<file path="src/rtl/twk_pkg.sv">
package twk_pkg;
   localparam int SRC_N   = 3;
   localparam int SRC_IPI = 0;
   localparam int SRC_MSG = 1;
   localparam int SRC_INV = 2;
   typedef logic [SRC_N-1:0] src_vec_t;
   // sources whose events are pulses and must be remembered while running
   localparam src_vec_t PULSE_SRCS = src_vec_t'((1 << SRC_MSG) | (1 << SRC_INV));
endpackage

</file>
<file path="src/rtl/twk_src.sv">
module twk_src
   import twk_pkg::*;
#(
   parameter int ADDR_W    = 16,
   parameter bit HAS_WATCH = 1'b1
) (
   input  logic              clk,
   input  logic              rst_n,
   input  logic              ipi_hit,
   input  logic              ipi_clr,
   input  logic              msg_ev,
   input  logic              watch_set,
   input  logic [ADDR_W-1:0] watch_addr,
   input  logic              inv_valid,
   input  logic [ADDR_W-1:0] inv_addr,
   output src_vec_t          ev
);
   logic ipi_pend;
   logic inv_match;

   always_ff @(posedge clk) begin
      if (!rst_n)       ipi_pend <= 1'b0;
      else if (ipi_hit) ipi_pend <= 1'b1;   // set beats clear
      else if (ipi_clr) ipi_pend <= 1'b0;
   end

   generate
      if (HAS_WATCH) begin : g_watch
         logic              w_vld;
         logic [ADDR_W-1:0] w_addr;
         always_ff @(posedge clk) begin
            if (!rst_n) begin
               w_vld  <= 1'b0;
               w_addr <= '0;
            end else if (watch_set) begin
               w_vld  <= 1'b1;
               w_addr <= watch_addr;
            end
         end
         assign inv_match = inv_valid && w_vld && (w_addr == inv_addr);
      end else begin : g_nowatch
         logic unused_w;
         assign unused_w  = ^{watch_set, watch_addr, inv_valid, inv_addr};
         assign inv_match = 1'b0;
      end
   endgenerate

   always_comb begin
      ev          = '0;
      ev[SRC_IPI] = ipi_pend | ipi_hit;
      ev[SRC_MSG] = msg_ev;
      ev[SRC_INV] = inv_match;
   end

   AST_IPI_STICKY: assert property (@(posedge clk) disable iff (!rst_n)
      ipi_hit |=> ev[SRC_IPI]);
   AST_IPI_CLEARED: assert property (@(posedge clk) disable iff (!rst_n)
      (ipi_clr && !ipi_hit) |=> (!ev[SRC_IPI] || ipi_hit));
   AST_INV_NEEDS_STROBE: assert property (@(posedge clk) disable iff (!rst_n)
      !inv_valid |-> !ev[SRC_INV]);
endmodule

</file>
<file path="src/rtl/twk_thread.sv">
module twk_thread
   import twk_pkg::*;
(
   input  logic     clk,
   input  logic     rst_n,
   input  logic     wait_req,
   input  logic     cfg_we,
   input  src_vec_t cfg_mask,
   input  src_vec_t ev,
   output logic     run
);
   src_vec_t mask;
   logic     lat;
   logic     hit;
   logic     pulse_hit;

   assign pulse_hit = |(mask & ev & PULSE_SRCS);
   assign hit       = (|(mask & ev)) | lat;

   always_ff @(posedge clk) begin
      if (!rst_n) begin
         mask <= '0;
         lat  <= 1'b0;
         run  <= 1'b1;
      end else begin
         if (cfg_we) mask <= cfg_mask;
         if (run) begin
            if (wait_req && !hit) run <= 1'b0;
         end else if (hit) begin
            run <= 1'b1;
         end
         if (hit && (wait_req || !run)) lat <= 1'b0;
         else if (run)                  lat <= lat | pulse_hit;
      end
   end

   AST_SLEEP_ON_WAIT: assert property (@(posedge clk) disable iff (!rst_n)
      (run && wait_req && !hit) |=> !run);
   AST_WAKE_NEXT: assert property (@(posedge clk) disable iff (!rst_n)
      (!run && hit) |=> run);
   AST_NO_SPURIOUS_WAKE: assert property (@(posedge clk) disable iff (!rst_n)
      (!run && !hit) |=> !run);
   AST_WAIT_CONSUMES: assert property (@(posedge clk) disable iff (!rst_n)
      (run && wait_req && hit) |=> (run && !lat));
endmodule

</file>
<file path="src/rtl/thread_wake_ctrl.sv">
module thread_wake_ctrl
   import twk_pkg::*;
#(
   parameter int NUM_THREADS = 68,
   parameter int ADDR_W      = 16,
   parameter bit HAS_WATCH   = 1'b1,
   localparam int THR_W      = (NUM_THREADS > 1) ? $clog2(NUM_THREADS) : 1
) (
   input  logic                   clk,
   input  logic                   rst_n,
   input  logic [NUM_THREADS-1:0] wait_req,
   output logic [NUM_THREADS-1:0] run_en,
   input  logic                   cfg_we,
   input  logic [THR_W-1:0]       cfg_thr,
   input  logic [SRC_N-1:0]       cfg_mask,
   input  logic                   ipi_valid,
   input  logic [THR_W-1:0]       ipi_target,
   input  logic                   ipi_clr_we,
   input  logic [THR_W-1:0]       ipi_clr_thr,
   input  logic [NUM_THREADS-1:0] msg_irq,
   input  logic                   watch_we,
   input  logic [THR_W-1:0]       watch_thr,
   input  logic [ADDR_W-1:0]      watch_addr,
   input  logic                   inv_valid,
   input  logic [ADDR_W-1:0]      inv_addr
);
   generate
      if (NUM_THREADS < 2) begin : g_bad_threads
         $error("thread_wake_ctrl: NUM_THREADS must be at least 2");
      end
      if (ADDR_W < 1) begin : g_bad_addr
         $error("thread_wake_ctrl: ADDR_W must be at least 1");
      end
   endgenerate

   for (genvar t = 0; t < NUM_THREADS; t++) begin : g_thr
      src_vec_t ev;
      logic     sel_ipi, sel_clr, sel_cfg, sel_watch;

      assign sel_ipi   = ipi_valid  && (ipi_target  == THR_W'(t));
      assign sel_clr   = ipi_clr_we && (ipi_clr_thr == THR_W'(t));
      assign sel_cfg   = cfg_we     && (cfg_thr     == THR_W'(t));
      assign sel_watch = watch_we   && (watch_thr   == THR_W'(t));

      twk_src #(.ADDR_W(ADDR_W), .HAS_WATCH(HAS_WATCH)) u_src (
         .clk        (clk),
         .rst_n      (rst_n),
         .ipi_hit    (sel_ipi),
         .ipi_clr    (sel_clr),
         .msg_ev     (msg_irq[t]),
         .watch_set  (sel_watch),
         .watch_addr (watch_addr),
         .inv_valid  (inv_valid),
         .inv_addr   (inv_addr),
         .ev         (ev)
      );

      twk_thread u_thr (
         .clk      (clk),
         .rst_n    (rst_n),
         .wait_req (wait_req[t]),
         .cfg_we   (sel_cfg),
         .cfg_mask (cfg_mask),
         .ev       (ev),
         .run      (run_en[t])
      );

      AST_RUN_NEEDS_CAUSE: assert property (@(posedge clk) disable iff (!rst_n)
         (!run_en[t] && !sel_ipi && !msg_irq[t] && !inv_valid) |=>
            (!run_en[t] || $past(ev[SRC_IPI])));
   end

   AST_RESET_RUNNING: assert property (@(posedge clk)
      $past(!rst_n) |-> (&run_en));
endmodule

</file>
<file path="config.mk">
export PLATFORM = sky130hd
export DESIGN_NAME = thread_wake_ctrl
export DESIGN_NICKNAME = d
export VERILOG_FILES = /design/src/rtl/twk_pkg.sv /design/src/rtl/twk_src.sv /design/src/rtl/twk_thread.sv /design/src/rtl/thread_wake_ctrl.sv
export SDC_FILE = /design/constraint.sdc
export NUM_CORES = 2
export LEC_CHECK = 0
export ABC_AREA = 0
export BUFFER_PORTS_ARGS = -buffer_cell sky130_fd_sc_hd__buf_2
export CORE_MARGIN = 4
export CORE_UTILIZATION = 24
export CTS_CLUSTER_SIZE = 24
export DETAILED_ROUTE_END_ITERATION = 10
export SYNTH_ARGS = -nofsm -noshare
export SYNTH_HDL_FRONTEND = slang
export SYNTH_SLANG_ARGS = --single-unit
</file>
<file path="constraint.sdc">
create_clock -name clk -period 1.6 [get_ports clk]
set_input_delay 0.08 -clock clk [delete_from_list [all_inputs] [get_ports clk]]
set_output_delay 0.08 -clock clk [all_outputs]
set_load 0.05 [all_outputs]
</file>
After elaboration in Yosys (flattened, before gate mapping). Index checks and enable logic that the tools add are counted.

Output and inout port bits: 68. Input bits: 206. Register bits after elaboration: 1564.

Multiplexer cells: 340. Equal/unequal tests: 336. Bitwise logic cells: 273. Reductions and logical operators: 1024.

Operators with widths (count): 16-bit == test (68); 7-bit by 6-bit == test with 1-bit output (second input constant) (128); 1-bit logical AND (544); 7-bit by 5-bit == test with 1-bit output (second input constant) (64); 1-bit two-way mux (340); 2-bit OR reduction (136); 7-bit by 4-bit == test with 1-bit output (second input constant) (32); 3-bit bitwise AND (68); 1-bit bitwise OR (204); 3-bit OR reduction (68); 1-bit logical NOT (136); 2-bit nonzero test (68); 7-bit by 3-bit == test with 1-bit output (second input constant) (16); 7-bit == test (second input constant) (16); 1-bit logical OR (68); 7-bit by 2-bit == test with 1-bit output (second input constant) (8); 7-bit by 1-bit == test with 1-bit output (second input constant) (4); 7-bit logical NOT (4); 1-bit NOT (1).

Longest topological paths before layout.
Depth after elaboration: 10. Depth in mapped cells: 9.

By module. A second synthesis with hierarchy kept.

Cells, all modules: 6996. Area total of the unflattened synthesis: 73483.0 µm².

By module, submodules not included: twk_src (cells each 81, times used 68, area each 860.8 µm²); twk_thread (cells each 16, times used 68, area each 187.7 µm²); thread_wake_ctrl (cells each 400, times used 1, area each 2184.6 µm²).

Least setup slack after synthesis. No wires, ideal clock.

Kind: in2reg. Start point: input port watch_thr[4]. End point: register g_thr[0].u_src.g_watch.w_addr[10]. Arrival time: 1.352 ns. Setup time: 0.116 ns. Required time: 1.484 ns. Setup slack: 0.131 ns. Stages on the path: 8. Cell sequence: buf_2 > nor4b_4 > buf_4 > buf_6 > nand2_2 > buf_2 > nand2_1 > a21boi_1.

Word-level cells in the longest chain between the ends: 2.

RTL lines: from (decl) (line thread_wake_ctrl.sv:22) `input logic [THR_W-1:0] watch_thr,`; 7-bit logical NOT (line thread_wake_ctrl.sv:43) `assign sel_watch = watch_we && (watch_thr == THR_W'(t));`; 1-bit logical AND (line thread_wake_ctrl.sv:43); to (signal assigned) (line twk_src.sv:37) `w_addr <= watch_addr;`; to (decl) (line twk_src.sv:30) `logic [ADDR_W-1:0] w_addr;`.

No other way between the ends. A chain may end at the register's enable or synchronous reset.

Worst setup path in the final report.
Start point: input port cfg_we. End point: register g_thr[4].u_thr.mask[0].

Word-level cells in the longest chain between the ends: 1.

RTL lines: from (decl) (line thread_wake_ctrl.sv:13) `input logic cfg_we,`; 1-bit logical AND (line thread_wake_ctrl.sv:42) `assign sel_cfg = cfg_we && (cfg_thr == THR_W'(t));`; to (signal assigned) (line twk_thread.sv:26) `if (cfg_we) mask <= cfg_mask;`; to (decl) (line twk_thread.sv:12) `src_vec_t mask;`.

No other way between the ends.

==> metrics.yaml <==
cts_max_level: 4
cts.sinks: 1564
ys_seq_area_share_pct: 41.6
clock_path_buffers: 3
port_buffers: 273
timing.fmax_mhz: 624
area_delta_synth_final_pct: 27.5
grt_pass1_vias: 61587
synthCells: 9084
finalPower_w: 0.0903
finalClockSkew_ns: 0.0429
gp_congestion: 0.874
drc: 0
worst_setup_path_start_kind: "input port"
syn_area_um2: 75300
stdcell_area_um2: 96000
cts_tree: "yes"
pwr-share-seq_pct: 43.6
cts_buffers: 174
slew_headroom_pct: 37.6
yosys-top-cells-count: "nand2_1 (2,534), dfxtp_1 (1,564), a21boi_0 (1,029), xor2_1 (1,020), clkbuf_1 (383)"
pre_cts_ws_ns: -0.110
antenna_found_initial: 61
syn_nets: 9290
synth_area_leader_cell: "dfxtp_1"
violations: "hold timing, setup timing"
async_reset_ff_share_pct: 0
start_util_pct: 24.1
finalSetupViolCount: 1
cp_data_required_time_ns: 2.37
maxSlewViolCount: 0
die_h_um: 568
synth_edf_count: 0
whs_ns: -0.0436
synth_seq_cells: 1564
coreArea_um2: 312000
rsz0062_at_grt: "true"
critPathMaxFanout: 11
fillers: 32697
grt_pass1_wl_um: 439000
swShare_pct: 26.5
final_nets: 9838
finalHoldViolCount: 11
critPathKind: "input port to flop"
row_count: 205
cts_root_buf: "clkbuf_16"
finalWorstSetupSlack_ns: -0.00242
cellPowerDensity_nw_per_um2: 940
leakage_nw: 36.6
worst-endpoint-arrival_ns: 2.37
drive_gt1_share_pct: 13.5
viasPerCell: 4.79
fin_crit_sh_pct: 100
first_pass_iters: 5
worst_slew_pin_slew_ns: 0.934
clkTransAtPathRegs_ns: 0.06
ys_dominant_reg_cell: "dfxtp_1"
synth_area_leaders: "dfxtp_1 (42%), nand2_1 (13%), xor2_1 (12%)"
die_w_um: 568
comb_power_share_pct: 10.7
fin_tns_setup_ns: -0.00242
crit_path_end_kind: "flop"
clkPwrFrac_pct: 45.7
synth_top_area_share_pct: 41.6
hpwl_um: 208000
routedWlPerCell_um: 22.5
grt_use_total_pct: 18.4
ys.warnings.count: 0
avgSynthCellArea_um2: 8.29
synthMostInstantiatedCell: "nand2_1"
drtIter0Drc: 6722
die-area_um2: 323000
num_vias: 66741
postPlaceCellArea_um2: 85800
min_path_type: "input port to flop"
min_period_ns: 1.60
pin_count: 274
grt-ovfl-total: 0
grt_max_degree: 85
max-vdd-ir-drop_mv: 1.06
internal_power_w: 0.0663
status: "complete, but fails checks"
power_switching_w: 0.0239
clk_latency_ns: 0.83
synth.lib_cells_used.distinct: 49
drv_cap: 0
ant_nets: 0
routed_wl_um: 313000
power groups by stage:
stage	Sequential, W	Clock [W]	Combinational, W
2_1_floorplan	0.0401	0	0.00435
3_3_place_gp	0.0402	0	0.00860
3_5_place_dp	0.0402	0	0.00860
4_1_cts	0.0393	0.0417	0.00941
5_1_grt	0.0393	0.0433	0.00992
6_report	0.0393	0.0413	0.00965
worst paths after layout:
path	startpoint	endpoint	slack [ns]	cells past startpoint
max	cfg_we	g_thr[4].u_thr.mask[0]$_SDFFE_PN0P_	-0.002	7
min	ipi_target[2]	g_thr[66].u_src.ipi_pend$_SDFFE_PN0P_	-0.04	6
max reg2reg	g_thr[65].u_thr.run$_SDFF_PN1_	g_thr[65].u_thr.lat$_SDFFE_PP0P_	0.05	5
min reg2reg	g_thr[64].u_thr.mask[2]$_SDFFE_PN0P_	g_thr[64].u_thr.mask[2]$_SDFFE_PN0P_	0.45	2
through the flow:
step / cells / util (%)
2_1_floorplan: 9084 / -
3_3_place_gp: 13238 / 27.5
3_5_place_dp: 13238 / 27.5
4_1_cts: 13897 / 30.6
5_1_grt: 13927 / 30.7
6_report: 13940 / 30.8
worst max-delay path, cell delays in order:
cell	delay (ns)
dlygate4sd3_1	0.62
clkbuf_4	0.23
nor4b_4	0.31
clkbuf_16	0.26
nand3_1	0.11
dlygate4sd3_1	0.58
a21boi_0	0.15
final cells by class:
type / count / area [um^2] / share of cell area, %
antenna: 26 / 65.1 / 0.0678
clock buffer: 267 / 5250 / 5.46
clock inverter: 51 / 623 / 0.649
inverter: 68 / 255 / 0.266
multi-input combinational: 6615 / 40000 / 41.7
sequential: 1564 / 31400 / 32.7
tap: 4140 / 5180 / 5.40
timing repair buffer: 1209 / 13300 / 13.8
repair_timing:
action / in CTS / in global routing
gates resized for setup: 133 / 76
hold buffers: 342 / 6
endpoints found under the hold margin: 1519 / 19
cloned: 0 / 8
pin swaps: 0 / 9
setup buffers: 0 / 15
endpoints found under the setup margin: 59 / 186
cell usage in the layout, fill, tap and decap left out, types with 70 or more instances in the layout:
| cell type | instances |
|---|---|
| nor4_1 | 204 |
| and3_1 | 84 |
| o21ai_0 | 313 |
| nand2_1 | 2534 |
| clkbuf_16 | 181 |
| xor2_1 | 1020 |
| dfxtp_1 | 1532 |
| buf_4 | 362 |
| a21boi_0 | 1028 |
| dlygate4sd3_1 | 326 |
| nand4_1 | 70 |
| buf_12 | 268 |
| nand3_1 | 345 |
| a21o_1 | 133 |
| buf_2 | 169 |
| a21boi_1 | 314 |
routing by layer:
metal  share of wire (%)  GRT usage [%]  up-vias
met5               0.024              0        -
met4                 4.1           6.77       12
met3                 8.2           3.03      558
met2                  44           28.6     2586
met1                  44           25.3    32450
li1                    -              -    31135
state kept, by name, summed over array words and instances (netlist names):
register / flops
g_thr.u_src.g_watch.w_addr: 1088
g_thr.u_thr.lat: 68
g_thr.u_thr.mask: 204
g_thr.u_src.ipi_pend: 68
g_thr.u_src.g_watch.w_vld: 68
g_thr.u_thr.run: 68
kinds of logic (layout without fill, tap and decap cells):
logic type	count (synthesis)	count (layout)	share of synthesized area, %
AO/OA/AOI/OAI	1928	1928	18.2
multiplexers	18	18	0.239
other	0	26	0
buffers and inverters	905	1595	5.88
AND/OR/NAND/NOR	3581	3581	21.5
XOR/XNOR	1088	1088	12.7
flip-flops	1564	1564	41.6
Note: power is estimated with default switching activity, not from simulation.
